==> src/rtl/cfg_pkg.sv <==
package cfg_pkg;
  typedef enum logic [1:0] {
    RX_IDLE  = 2'd0,
    RX_SHIFT = 2'd1,
    RX_STOP  = 2'd2
  } rx_state_e;

  // register selects
  localparam int SEL_RX   = 0;
  localparam int SEL_TX   = 1;
  localparam int SEL_MODE = 2;
  localparam int SEL_OSC  = 3;
  localparam int SEL_IFC  = 4;
  localparam int SEL_AUX  = 5;

  // field positions inside a 12-bit payload
  localparam int RXG_LSB  = 0;
  localparam int RXG_W    = 6;
  localparam int RXP_LSB  = 6;
  localparam int RXF_BIT  = 8;
  localparam int TXA_LSB  = 0;
  localparam int TXA_W    = 5;
  localparam int GPO_LSB  = 5;
  localparam int GPO_W    = 3;
  localparam int SGN_BIT  = 9;
  localparam int CLR_BIT  = 3;
  localparam int DIV_LSB  = 4;
  localparam int DIV_W    = 2;
  localparam int RXEN_BIT = 6;
  localparam int ALB_BIT  = 7;
  localparam int DLB_BIT  = 8;
  localparam int OSC_W    = 10;
  localparam int TXE_BIT  = 0;
  localparam int RXE_BIT  = 1;
  localparam int RTL_BIT  = 2;
endpackage

==> src/rtl/cfg_frame_rx.sv <==
module cfg_frame_rx
  import cfg_pkg::*;
#(
  parameter int FRAME_W  = 16,
  parameter int ID_W     = 3,
  parameter int STOP_MIN = 16,
  localparam int PAY_W   = FRAME_W - 1,
  localparam int DATA_W  = PAY_W - ID_W
) (
  input  logic              clk,
  input  logic              rst,
  input  logic              wstrb,
  input  logic              sdin,
  output logic              wr_en,
  output logic [ID_W-1:0]   wr_id,
  output logic [DATA_W-1:0] wr_data
);
  localparam int BCNT_W = $clog2(FRAME_W);
  localparam int SCNT_W = $clog2(STOP_MIN + 1);

  logic              strb_q;
  logic              tick;
  rx_state_e         state;
  logic [PAY_W-1:0]  shreg;
  logic [BCNT_W-1:0] bcnt;
  logic [SCNT_W-1:0] scnt;

  assign tick = strb_q & ~wstrb;

  always_ff @(posedge clk) begin
    if (rst) begin
      strb_q  <= 1'b0;
      state   <= RX_IDLE;
      shreg   <= '0;
      bcnt    <= '0;
      scnt    <= '0;
      wr_en   <= 1'b0;
      wr_id   <= '0;
      wr_data <= '0;
    end else begin
      strb_q <= wstrb;
      wr_en  <= 1'b0;
      if (tick) begin
        unique case (state)
          RX_IDLE: begin
            if (!sdin) begin
              state <= RX_SHIFT;
              bcnt  <= BCNT_W'(1);
            end
          end
          RX_SHIFT: begin
            shreg <= {shreg[PAY_W-2:0], sdin};
            if (bcnt == BCNT_W'(FRAME_W - 1)) begin
              state <= RX_STOP;
              scnt  <= '0;
            end else begin
              bcnt <= bcnt + 1'b1;
            end
          end
          RX_STOP: begin
            if (!sdin) begin
              state <= RX_SHIFT;
              bcnt  <= BCNT_W'(1);
            end else if (scnt == SCNT_W'(STOP_MIN - 1)) begin
              state   <= RX_IDLE;
              wr_en   <= 1'b1;
              wr_id   <= shreg[PAY_W-1 -: ID_W];
              wr_data <= shreg[DATA_W-1:0];
            end else begin
              scnt <= scnt + 1'b1;
            end
          end
          default: state <= RX_IDLE;
        endcase
      end
    end
  end


  commit_after_stop_chk: assert property (@(posedge clk) disable iff (rst)
    wr_en |-> $past(state == RX_STOP && tick && sdin));


  restart_on_low_chk: assert property (@(posedge clk) disable iff (rst)
    (state == RX_STOP && tick && !sdin) |=> (state == RX_SHIFT && !wr_en));


  hold_without_tick_chk: assert property (@(posedge clk) disable iff (rst)
    !tick |=> ($stable(state) && $stable(shreg)));
endmodule

==> src/rtl/cfg_regfile.sv <==
module cfg_regfile #(
  parameter int NUM_REGS = 6,
  parameter int ID_W     = 3,
  parameter int DATA_W   = 12
) (
  input  logic                       clk,
  input  logic                       rst,
  input  logic                       wr_en,
  input  logic [ID_W-1:0]            wr_id,
  input  logic [DATA_W-1:0]          wr_data,
  output logic [NUM_REGS*DATA_W-1:0] regs_flat
);
  logic [DATA_W-1:0] mem [NUM_REGS];
  logic              id_ok;

  assign id_ok = int'(wr_id) < NUM_REGS;

  always_ff @(posedge clk) begin
    if (rst) begin
      for (int i = 0; i < NUM_REGS; i++) mem[i] <= '0;
    end else if (wr_en && id_ok) begin
      mem[wr_id] <= wr_data;
    end
  end

  for (genvar k = 0; k < NUM_REGS; k++) begin : g_word
    assign regs_flat[k*DATA_W +: DATA_W] = mem[k];


    other_word_kept_chk: assert property (@(posedge clk) disable iff (rst)
      !(wr_en && int'(wr_id) == k) |=> $stable(mem[k]));
  end


  reserved_sel_ignored_chk: assert property (@(posedge clk) disable iff (rst)
    (wr_en && !id_ok) |=> $stable(regs_flat));
endmodule

==> src/rtl/cfg_field_map.sv <==
module cfg_field_map
  import cfg_pkg::*;
#(
  parameter int NUM_REGS = 6,
  parameter int ID_W     = 3,
  parameter int DATA_W   = 12
) (
  input  logic                       clk,
  input  logic                       rst,
  input  logic [NUM_REGS*DATA_W-1:0] regs_flat,
  input  logic                       wr_en,
  input  logic [ID_W-1:0]            wr_id,
  input  logic [DATA_W-1:0]          wr_data,
  input  logic                       clip_evt,
  output logic [RXG_W-1:0]           rx_gain,
  output logic [1:0]                 gain_pins,
  output logic                       rx_filt_sel,
  output logic [TXA_W-1:0]           tx_atten,
  output logic [GPO_W-1:0]           gpo,
  output logic                       one_sign,
  output logic                       dig_loop,
  output logic                       ana_loop,
  output logic                       rx_en,
  output logic [DIV_W-1:0]           wclk_div,
  output logic [(1<<DIV_W)-1:0]      wclk_ratio,
  output logic                       clip_flag,
  output logic [OSC_W-1:0]           osc_dac,
  output logic                       tx_edge,
  output logic                       rx_edge,
  output logic                       rx2tx_loop,
  output logic [DATA_W-1:0]          aux_word
);
  logic [DATA_W-1:0] w_rx, w_tx, w_md, w_osc, w_ifc;
  logic              mode_wr;

  assign w_rx  = regs_flat[SEL_RX*DATA_W   +: DATA_W];
  assign w_tx  = regs_flat[SEL_TX*DATA_W   +: DATA_W];
  assign w_md  = regs_flat[SEL_MODE*DATA_W +: DATA_W];
  assign w_osc = regs_flat[SEL_OSC*DATA_W  +: DATA_W];
  assign w_ifc = regs_flat[SEL_IFC*DATA_W  +: DATA_W];
  assign aux_word = regs_flat[SEL_AUX*DATA_W +: DATA_W];

  assign rx_gain     = w_rx[RXG_LSB +: RXG_W];
  assign gain_pins   = w_rx[RXP_LSB +: 2];
  assign rx_filt_sel = w_rx[RXF_BIT];
  assign tx_atten    = w_tx[TXA_LSB +: TXA_W];
  assign gpo         = w_tx[GPO_LSB +: GPO_W];
  assign one_sign    = w_tx[SGN_BIT];
  assign wclk_div    = w_md[DIV_LSB +: DIV_W];
  assign rx_en       = w_md[RXEN_BIT];
  assign ana_loop    = w_md[ALB_BIT];
  assign dig_loop    = w_md[DLB_BIT];
  assign osc_dac     = w_osc[OSC_W-1:0];
  assign tx_edge     = w_ifc[TXE_BIT];
  assign rx_edge     = w_ifc[RXE_BIT];
  assign rx2tx_loop  = w_ifc[RTL_BIT];

  for (genvar r = 0; r < (1 << DIV_W); r++) begin : g_ratio
    assign wclk_ratio[r] = (int'(wclk_div) == r);
  end

  assign mode_wr = wr_en && (wr_id == ID_W'(SEL_MODE));

  // a fresh clip event wins over a same-cycle clear
  always_ff @(posedge clk) begin
    if (rst)                                  clip_flag <= 1'b0;
    else if (clip_evt)                        clip_flag <= 1'b1;
    else if (mode_wr && !wr_data[CLR_BIT])    clip_flag <= 1'b0;
  end


  clip_set_chk: assert property (@(posedge clk) disable iff (rst)
    clip_evt |=> clip_flag);


  clip_clear_chk: assert property (@(posedge clk) disable iff (rst)
    (mode_wr && !wr_data[CLR_BIT] && !clip_evt) |=> !clip_flag);


  clip_hold_chk: assert property (@(posedge clk) disable iff (rst)
    (clip_flag && !(mode_wr && !wr_data[CLR_BIT])) |=> clip_flag);
endmodule

==> src/rtl/cfg_serial_ctrl.sv <==
module cfg_serial_ctrl
  import cfg_pkg::*;
#(
  parameter int FRAME_W  = 16,
  parameter int ID_W     = 3,
  parameter int STOP_MIN = 16,
  parameter int NUM_REGS = 6,
  localparam int DATA_W  = FRAME_W - 1 - ID_W
) (
  input  logic              clk,
  input  logic              rst,
  input  logic              wstrb,
  input  logic              sdin,
  input  logic              clip_evt,
  output logic [5:0]        rx_gain,
  output logic [1:0]        gain_pins,
  output logic              rx_filt_sel,
  output logic [4:0]        tx_atten,
  output logic [2:0]        gpo,
  output logic              one_sign,
  output logic              dig_loop,
  output logic              ana_loop,
  output logic              rx_en,
  output logic [1:0]        wclk_div,
  output logic [3:0]        wclk_ratio,
  output logic              clip_flag,
  output logic [9:0]        osc_dac,
  output logic              tx_edge,
  output logic              rx_edge,
  output logic              rx2tx_loop,
  output logic [DATA_W-1:0] aux_word
);
  logic                       wr_en;
  logic [ID_W-1:0]            wr_id;
  logic [DATA_W-1:0]          wr_data;
  logic [NUM_REGS*DATA_W-1:0] regs_flat;

  cfg_frame_rx #(
    .FRAME_W (FRAME_W),
    .ID_W    (ID_W),
    .STOP_MIN(STOP_MIN)
  ) u_rx (
    .clk    (clk),
    .rst    (rst),
    .wstrb  (wstrb),
    .sdin   (sdin),
    .wr_en  (wr_en),
    .wr_id  (wr_id),
    .wr_data(wr_data)
  );

  cfg_regfile #(
    .NUM_REGS(NUM_REGS),
    .ID_W    (ID_W),
    .DATA_W  (DATA_W)
  ) u_regs (
    .clk      (clk),
    .rst      (rst),
    .wr_en    (wr_en),
    .wr_id    (wr_id),
    .wr_data  (wr_data),
    .regs_flat(regs_flat)
  );

  cfg_field_map #(
    .NUM_REGS(NUM_REGS),
    .ID_W    (ID_W),
    .DATA_W  (DATA_W)
  ) u_map (
    .clk        (clk),
    .rst        (rst),
    .regs_flat  (regs_flat),
    .wr_en      (wr_en),
    .wr_id      (wr_id),
    .wr_data    (wr_data),
    .clip_evt   (clip_evt),
    .rx_gain    (rx_gain),
    .gain_pins  (gain_pins),
    .rx_filt_sel(rx_filt_sel),
    .tx_atten   (tx_atten),
    .gpo        (gpo),
    .one_sign   (one_sign),
    .dig_loop   (dig_loop),
    .ana_loop   (ana_loop),
    .rx_en      (rx_en),
    .wclk_div   (wclk_div),
    .wclk_ratio (wclk_ratio),
    .clip_flag  (clip_flag),
    .osc_dac    (osc_dac),
    .tx_edge    (tx_edge),
    .rx_edge    (rx_edge),
    .rx2tx_loop (rx2tx_loop),
    .aux_word   (aux_word)
  );
endmodule

==> config.mk <==
export PLATFORM = sky130hd
export DESIGN_NAME = cfg_serial_ctrl
export DESIGN_NICKNAME = d
export VERILOG_FILES = /design/src/rtl/cfg_pkg.sv /design/src/rtl/cfg_frame_rx.sv /design/src/rtl/cfg_regfile.sv /design/src/rtl/cfg_field_map.sv /design/src/rtl/cfg_serial_ctrl.sv
export SDC_FILE = /design/constraint.sdc
export NUM_CORES = 1
export LEC_CHECK = 0
export CORE_MARGIN = 1.5
export CORE_UTILIZATION = 31
export CTS_CLUSTER_SIZE = 20
export DETAILED_ROUTE_END_ITERATION = 7
export HOLD_SLACK_MARGIN = 0.1
export RECOVER_POWER = 100
export SETUP_SLACK_MARGIN = 0.15
export SKIP_CTS_REPAIR_TIMING = 1
export SLEW_MARGIN = 20
export SYNTH_ARGS = -nofsm -noshare
export SYNTH_HDL_FRONTEND = slang
export SYNTH_SLANG_ARGS = --single-unit
==> constraint.sdc <==
create_clock -name clk -period 2.7 [get_ports clk]
set_input_delay 0.54 -clock clk [delete_from_list [all_inputs] [get_ports clk]]
set_output_delay 0.54 -clock clk [all_outputs]
set_load 0.1 [all_outputs]
**Word-level counts from Yosys, hierarchy flattened**

Memory sizes are Yosys's and may differ from the RTL's.
Cells that the tools add are included.

- Memories kept: 1
- Word-level logic and storage cells: 73
- Bits of input ports: 5
- Register bits: 44
- RAM bits: 72
- Output and inout port bits: 53

- Equality and inequality tests: 15
- Multiplexer cells: 23
- $lt $le $gt $ge: 1
- Reduce and logical (&&, ||, !) cells: 17
- Bitwise gates (word level): 5
- Add/subtract/negate cells: 2

Memories:

| name | depth | width | read ports | clocked after memory_dff | wr ports | RTL line | text |
|---|---|---|---|---|---|---|---|
| u_regs.mem | 6 | 12 | 6 | 0 | 6 | cfg_regfile.sv:13 | `logic [DATA_W-1:0] mem [NUM_REGS];` |

Operators by type and width:

| kind | count |
|---|---|
| 5-bit two-way mux | 3 |
| 12-bit two-way mux | 1 |
| 4-bit AND reduction | 3 |
| 12-bit OR reduction | 1 |
| 2-bit != test (second input constant) | 5 |
| 5-bit one-hot mux with 2 select lines | 1 |
| 1-bit two-way mux | 9 |
| 2-bit two-way mux | 4 |
| 4-bit two-way mux | 2 |
| 4-bit one-hot mux with 2 select lines | 1 |
| 2-bit == test (second input constant) | 3 |
| 2-bit one-hot mux with 3 select lines | 1 |
| 2-bit nonzero test | 3 |
| 5-bit by 1-bit adder with 5-bit output (second input constant) | 1 |
| 5-bit by 4-bit == test with 1-bit output (second input constant) | 1 |
| 5-bit AND reduction | 1 |
| 4-bit by 1-bit adder with 4-bit output (second input constant) | 1 |
| 2-bit by 1-bit == test with 1-bit output (second input constant) | 2 |
| 4-bit == test (second input constant) | 1 |
| 2-bit logical NOT | 2 |
| 1-bit NOT | 4 |
| 4-bit OR reduction | 1 |
| 3-bit by 2-bit == test with 1-bit output (second input constant) | 1 |
| 1-bit logical AND | 3 |
| other kinds (8) | 8 |

**Logic depth before layout (Yosys ltp)**

Gate-level depths: netlist of run 1.

- Depth in word-level cells: 7
- Gate-level depth with buffers: 8
- Gate-level depth less buffers: 6

**Modules after synthesis**

From an unflattened synthesis of run 1, not the netlist that was laid out.

- Cells, all modules: 459
- Area total of the unflattened synthesis: 5077.4 um^2

By module, submodules not included:

| module | sequential area each (um^2) | instances | cells each | area each (um^2) |
|---|---|---|---|---|
| cfg_regfile | 2162.1 | 1 | 182 | 2771.4 |
| cfg_frame_rx | 860.8 | 1 | 220 | 1878.1 |
| cfg_field_map | 20.0 | 1 | 57 | 427.9 |

**Worst setup path after synthesis of run 1**

Ideal clock, no wire load.

- Path kind: reg2out
- Start: mem u_regs.mem[2][4]
- End: out wclk_ratio[1]
- Setup slack: -249 ps
- Arrival: 2409 ps
- Buffers on the path: 0
- Data required time: 2160 ps
- Stages on the path, launching flop included: 2
- Cell sequence: edfxtp_1 nor2b_1

RTL lines:

| item | RTL line | text |
|---|---|---|
| start: declaration | cfg_regfile.sv:13 |  |
| end: declaration | cfg_serial_ctrl.sv:25 | `output logic [3:0] wclk_ratio,` |

==> results.yml, run 1 <==
outcome:
  status: "complete, no violations"
sta:
  period_minus_slack_ps: 2320
  rsz0062_at_grt: "no"
  max_clock_freq_ghz: 0.432
  timing.final.ws_setup_ps: 383
  slew_headroom: 0.204
  fin_crit_sh: 0.858
  worst-slew-pin-transition_ps: 1200
  fin_worst_skew_ps: 6.81
  hold_violations: 0
  finalSetupViolCount: 0
  drv_slew: 0
synth:
  synth_edf_count: 48
  ys.warnings.count: 0
  syn_inst: 337
  async_flop_share: 0
  yosys-top-cells-count: "48 x edfxtp_1, 44 x dfxtp_1, 37 x a21oi_1, 37 x nand2_1, 31 x and2_1"
  syn-cell-area_um2: 3740
  yosysSeqAreaShare: 0.621
  synth.most_common_cell: "edfxtp_1"
  avgSynthCellArea_um2: 11.1
  synth_ff_type: "edfxtp_1"
  synth_top_area_share: 0.386
  synth_cell_types: 48
  ys_seq_elements: 92
  synthesis.nets: 345
  ys_top_cells_by_area: "edfxtp_1 39%, dfxtp_1 24%, and2_1 5.2%"
  netlist.top_cell.by_area: "edfxtp_1"
route:
  drt_iter0_drc: 156
  post_drt_wl_per_cell_um: 14.5
  first_pass_iters: 4
  num_vias: 2706
  ant_nets: 0
  drt_wl_total_um: 7910
  drc_errors: 0
  vias_per_cell: 4.97
setup_path:
  path_class: "reg2out"
  cp-end-kind: "output pin"
  crit_buf_inv: 1
  cp_max_fo: 5
  cpPeakStageDelay_ps: 880
  crit_chain: "nor2_1, clkbuf_1"
  arrival_ps: 1780
  startpoint_type: "flop"
  cpMaxStageDelayCell: "clkbuf_1"
  worstPathRequired_ps: 2160
  crit_family: "buffers and inverters"
layout:
  area_growth_pct: 17.0
  drive_gt1_frac: 0.0648
  fin_cells: 544
  nets: 404
  antennaDiodeCount: 0
floorplanning:
  core_um2: 11600
  start_util: 0.323
  die_w_um: 113
  die_h_um: 113
  fp.dieArea_um2: 12700
  ios: 58
  rows: 39
global_routing:
  grt_remaining_overflow: 0
  grt_max_degree: 33
  grt_pass1_vias: 2548
  grt_pass1_wl_um: 12700
  track_usage: 0.128
  antenna_found_initial: 0
placement:
  place.port_buffers: 57
  placed_cells: 528
  hpwl_um: 5580
  post-place-ws_ps: 448
  gp_congestion: 0.753
clock_tree:
  clk_path_buf_depth: 2
  cts_buffers: 9
  clkTransAtPathRegs_ps: 60
  ctsHtreeMaxLevel: 3
  clk_latency_ps: 340
  cts_tree: "yes"
  cts.sinks: 92
  cts_root_buf: "clkbuf_16"
flow_run:
  cap_violations: 0
worst_hold_path:
  worstHoldPathType: "reg2reg"
power:
  p_leak_nw: 1.47
  p_per_area_nw_per_um2: 691
  max-vdd-ir-drop_mv: 0.268
==> per-stage QoR <==
step	hold slack [ps]	TNS [ps]	instance area (µm²)	util	total power, W
after floorplan	437	-553	3740	-	0.00189
after global placement	442	0	4350	0.376	0.00197
after detailed placement	456	0	4350	0.376	0.00198
after CTS	464	0	4610	0.398	0.00308
after global routing	493	0	4370	0.378	0.00312
final	464	0	4370	0.378	0.00302
==> registers in the layout, indices dropped and copies added (netlist names) <==
signal,count
u_regs.mem,48
u_rx.shreg,15
u_rx.wr_data,12
u_rx.scnt,5
u_rx.bcnt,4
u_rx.wr_id,3
u_rx.state,2
u_map.clip_flag,1
u_rx.strb_q,1
u_rx.wr_en,1
==> per-layer routing <==
| layer | track usage | wire [µm] | share of wire | vias up |
|---|---|---|---|---|
| met4 | 0.0557 | 132 | 0.017 | 0 |
| met1 | 0.165 | 3670 | 0.46 | 1299 |
| met2 | 0.206 | 3680 | 0.47 | 63 |
| met5 | 0 | 0 | 0 | - |
| met3 | 0.0321 | 420 | 0.053 | 11 |
| li1 | - | - | - | 1333 |
==> where the power goes <==
group | internal (W) | switching, W
registers | 0.00150 | 0.0000170
clock network | 0.000617 | 0.000500
logic | 0.0000330 | 0.000350
total | 0.00215 | 0.000867
==> worst register-to-register path, delay by kind of cell (launching register included) <==
kind / cells / cell delay, ps
compound gates: 2 / 710
flops: 1 / 340
fa+ha+maj: 2 / 450
simple gates: 2 / 500
==> cell families after synthesis <==
| family | synth area share |
|---|---|
| buffers and inverters | 0.0305 |
| AOI/OAI and AO/OA | 0.104 |
| adders and majority gates | 0.0100 |
| DFF | 0.621 |
| and+or+nand+nor | 0.226 |
| muxes | 0.00837 |
==> final cells by class <==
class | count | area, µm²
repair buffers | 69 | 307
fillers | 1187 | 7190
well taps | 143 | 179
flip-flops and latches | 92 | 2320
clock buffers | 11 | 233
inverters | 4 | 15.0
multi-input cells | 220 | 1290
clock inverters | 5 | 28.8
==> final timing paths <==
kind	start	slack (ps)	end	cells after the start
hold reg to reg	u_rx.shreg[14]$_SDFFE_PP0P_	460	u_rx.shreg[14]$_SDFFE_PP0P_	2
setup / recovery	u_regs.mem[2][5]$_SDFFCE_PN0P_	380	wclk_ratio[0]	2
hold / removal	u_rx.shreg[14]$_SDFFE_PP0P_	460	u_rx.shreg[14]$_SDFFE_PP0P_	2
setup reg to reg	u_rx.scnt[0]$_SDFFE_PP0P_	590	u_rx.scnt[3]$_SDFFE_PP0P_	6
==> cells in the final DEF (no fill, tap or decap), types with 2 or more instances in the layout <==
cell             synthesis  routed
a31oi_1                  2       2
clkinv_1                 1       3
ha_1                     3       3
edfxtp_1                48      48
clkbuf_1                14      61
dfxtp_1                 44      44
dlygate4sd3_1            0       2
buf_4                    0       6
a311oi_1                 2       2
o21ai_0                 19      19
and2_0                   0      12
inv_1                    3       3
nor3b_1                  2       2
o21a_1                   2       2
and2_1                  31      19
or2_2                    5       3
a21oi_1                 37      37
or2_0                    0       2
nor4_1                   1       3
nor3_1                   2       2
nand2_1                 37      37
mux2i_1                  2       2
nor4b_1                  4       4
nand3_1                 18      18
nor2b_1                  3       3
and3_1                  21      21
nand2b_1                 4       4
nand3b_1                 3       3
clkbuf_16                0       9
clkdlybuf4s50_1          0       2
Power figures use the tool's default switching activity.
==> run 2, diff against run 1 <==
==> constraint.sdc (replaced) <==
create_clock -name clk -period 2.7 [get_ports clk]
set_input_delay 0.675 -clock clk [delete_from_list [all_inputs] [get_ports clk]]
set_output_delay 0.675 -clock clk [all_outputs]
set_load 0.1 [all_outputs]
==> results.yml, run 2 (same netlist as run 1, synthesis figures left out) <==
setup_path:
  arrival_ps: 2300
  cp-end-kind: "flop"
  startpoint_type: "input port"
  cp_max_fo: 19
  rr_startpoint: "u_rx.scnt[0]$_SDFFE_PP0P_"
  path_class: "in2reg"
  rr_endpoint: "u_rx.scnt[3]$_SDFFE_PP0P_"
  regToRegSetupSlack_ps: 630
  rr_worst_depth: 6
  startpoint: "rst"
  worstPathRequired_ps: 2660
layout:
  nFillCells: 1163
  nets: 404
  fin_cells: 544
  drive_gt1_frac: 0.0948
  largest_reg_flops: 48
  layout_commonest_cell: "clkbuf_1"
  top_register: "u_regs.mem"
  area_growth_pct: 18.3
  mostFrequentLayoutCells: "55 x clkbuf_1, 48 x edfxtp_1, 44 x dfxtp_1"
  antennaDiodeCount: 0
  final_area_um2: 4420
  top_regs: "u_regs.mem x48, u_rx.shreg x15, u_rx.wr_data x12"
sta:
  hold_violations: 0
  period_minus_slack_ps: 2340
  finalSetupViolCount: 0
  setup_tns_ps: 0
  worst-slew-pin-transition_ps: 1190
  rsz0062_at_grt: "no"
  slew_headroom: 0.212
  hold_slack_ps: 459
  fin_worst_skew_ps: 7.25
  max_clock_freq_ghz: 0.427
  drv_slew: 0
  fin_crit_sh: 0.867
placement:
  place.port_buffers: 57
  hpwl_um: 5330
  dpl_cell_area_um2: 4350
  placed_cells: 528
  gp_congestion: 0.772
global_routing:
  met2_usage: 0.203
  grt_pass1_wl_um: 12700
  grt_pass1_vias: 2523
  grt_busiest_layer: "met2"
  met1_usage: 0.166
  met3_usage: 0.0343
  grt_max_degree: 31
  antenna_found_initial: 0
  track_usage: 0.128
  grt_remaining_overflow: 0
floorplanning:
  ios: 58
  rows: 39
  core_um2: 11600
  die_w_um: 113
  fp.dieArea_um2: 12700
  die_h_um: 113
  start_util: 0.323
route:
  ant_nets: 0
  drt_iter0_drc: 180
  drt_wl_total_um: 7780
  vias_per_cell: 4.85
  drc_errors: 0
  num_vias: 2639
  post_drt_wl_per_cell_um: 14.3
  first_pass_iters: 4
power:
  swShare: 0.276
  power.switching_w: 0.000859
  seqPwrFrac: 0.490
  combPwrFrac: 0.124
  p_int_w: 0.00225
  report.power.total_w: 0.00311
  p_leak_nw: 1.51
  clockPowerShare: 0.387
  p_per_area_nw_per_um2: 703
  max-vdd-ir-drop_mv: 0.264
worst_hold_path:
  holdPathStages: 2
  worstHoldStart: "u_rx.scnt[4]$_SDFFE_PP0P_"
  worstHoldEndpoint: "u_rx.scnt[4]$_SDFFE_PP0P_"
  worstHoldPathType: "reg2reg"
outcome:
  status: "complete, no violations"
clock_tree:
  cts_root_buf: "clkbuf_16"
  clk_path_buf_depth: 2
  cts_buffers: 9
  clkTransAtPathRegs_ps: 60
  cts.sinks: 92
  cts_tree: "yes"
  ctsHtreeMaxLevel: 3
  clk_latency_ps: 340
flow_run:
  cap_violations: 0
## run 2: cell count changes in the layout (fill, tap and decap cells not counted), moves of 2 or more
cell	before	now
clkinv_1	3	1
clkbuf_1	61	55
nor2b_2	0	2
nor2b_1	3	1
clkbuf_2	0	5
## run 2: worst max-delay path by stage
stage | end | slack (ps)
2_1_floorplan | wclk_ratio[1] | 50
3_3_place_gp | u_rx.scnt[2]$_SDFFE_PP0P_ | 350
3_5_place_dp | u_rx.scnt[2]$_SDFFE_PP0P_ | 310
4_1_cts | u_rx.scnt[3]$_SDFFE_PP0P_ | 620
5_1_grt | u_regs.mem[5][6]$_DFFE_PP_ | 270
6_report | u_regs.mem[5][10]$_DFFE_PP_ | 360
## run 2: cell type report
class	count	area, µm²	share of cell area
Clock inverter	5	52.6	0.0119
Multi-Input combinational cell	220	1300	0.295
Sequential cell	92	2320	0.525
Clock buffer	11	233	0.0526
Inverter	4	15.0	0.00340
Timing Repair Buffer	69	317	0.0716
Tap cell	143	179	0.0405
## run 2: power by group through the flow
| stage | sequential, W | clock (W) | combinational [W] |
|---|---|---|---|
| final | 0.00152 | 0.00120 | 0.000384 |
| after CTS | 0.00152 | 0.00124 | 0.000423 |
| after global placement | 0.00155 | 0 | 0.000422 |
| after floorplan | 0.00182 | 0 | 0.0000651 |
| after detailed placement | 0.00155 | 0 | 0.000423 |
| after global routing | 0.00153 | 0.00130 | 0.000394 |
## run 2: metrics by stage
step / utilization / worst slack, ps
detailed placement: 0.377 / 305
global placement: 0.377 / 349
CTS: 0.401 / 622
global route: 0.382 / 266
floorplan: - / 50.5
finish: 0.382 / 360
## run 2: worst max-delay path: stages
cell and delay [ps]:
dlygate4sd3_1 570, buf_4 240, clkinv_1 110, o21ai_0 90, clkbuf_1 600
## run 2: layer usage
metal	vias up	wire length, µm
li1	1332	-
met1	1216	3580
met2	80	3620
met3	11	461
met4	0	124
met5	-	0
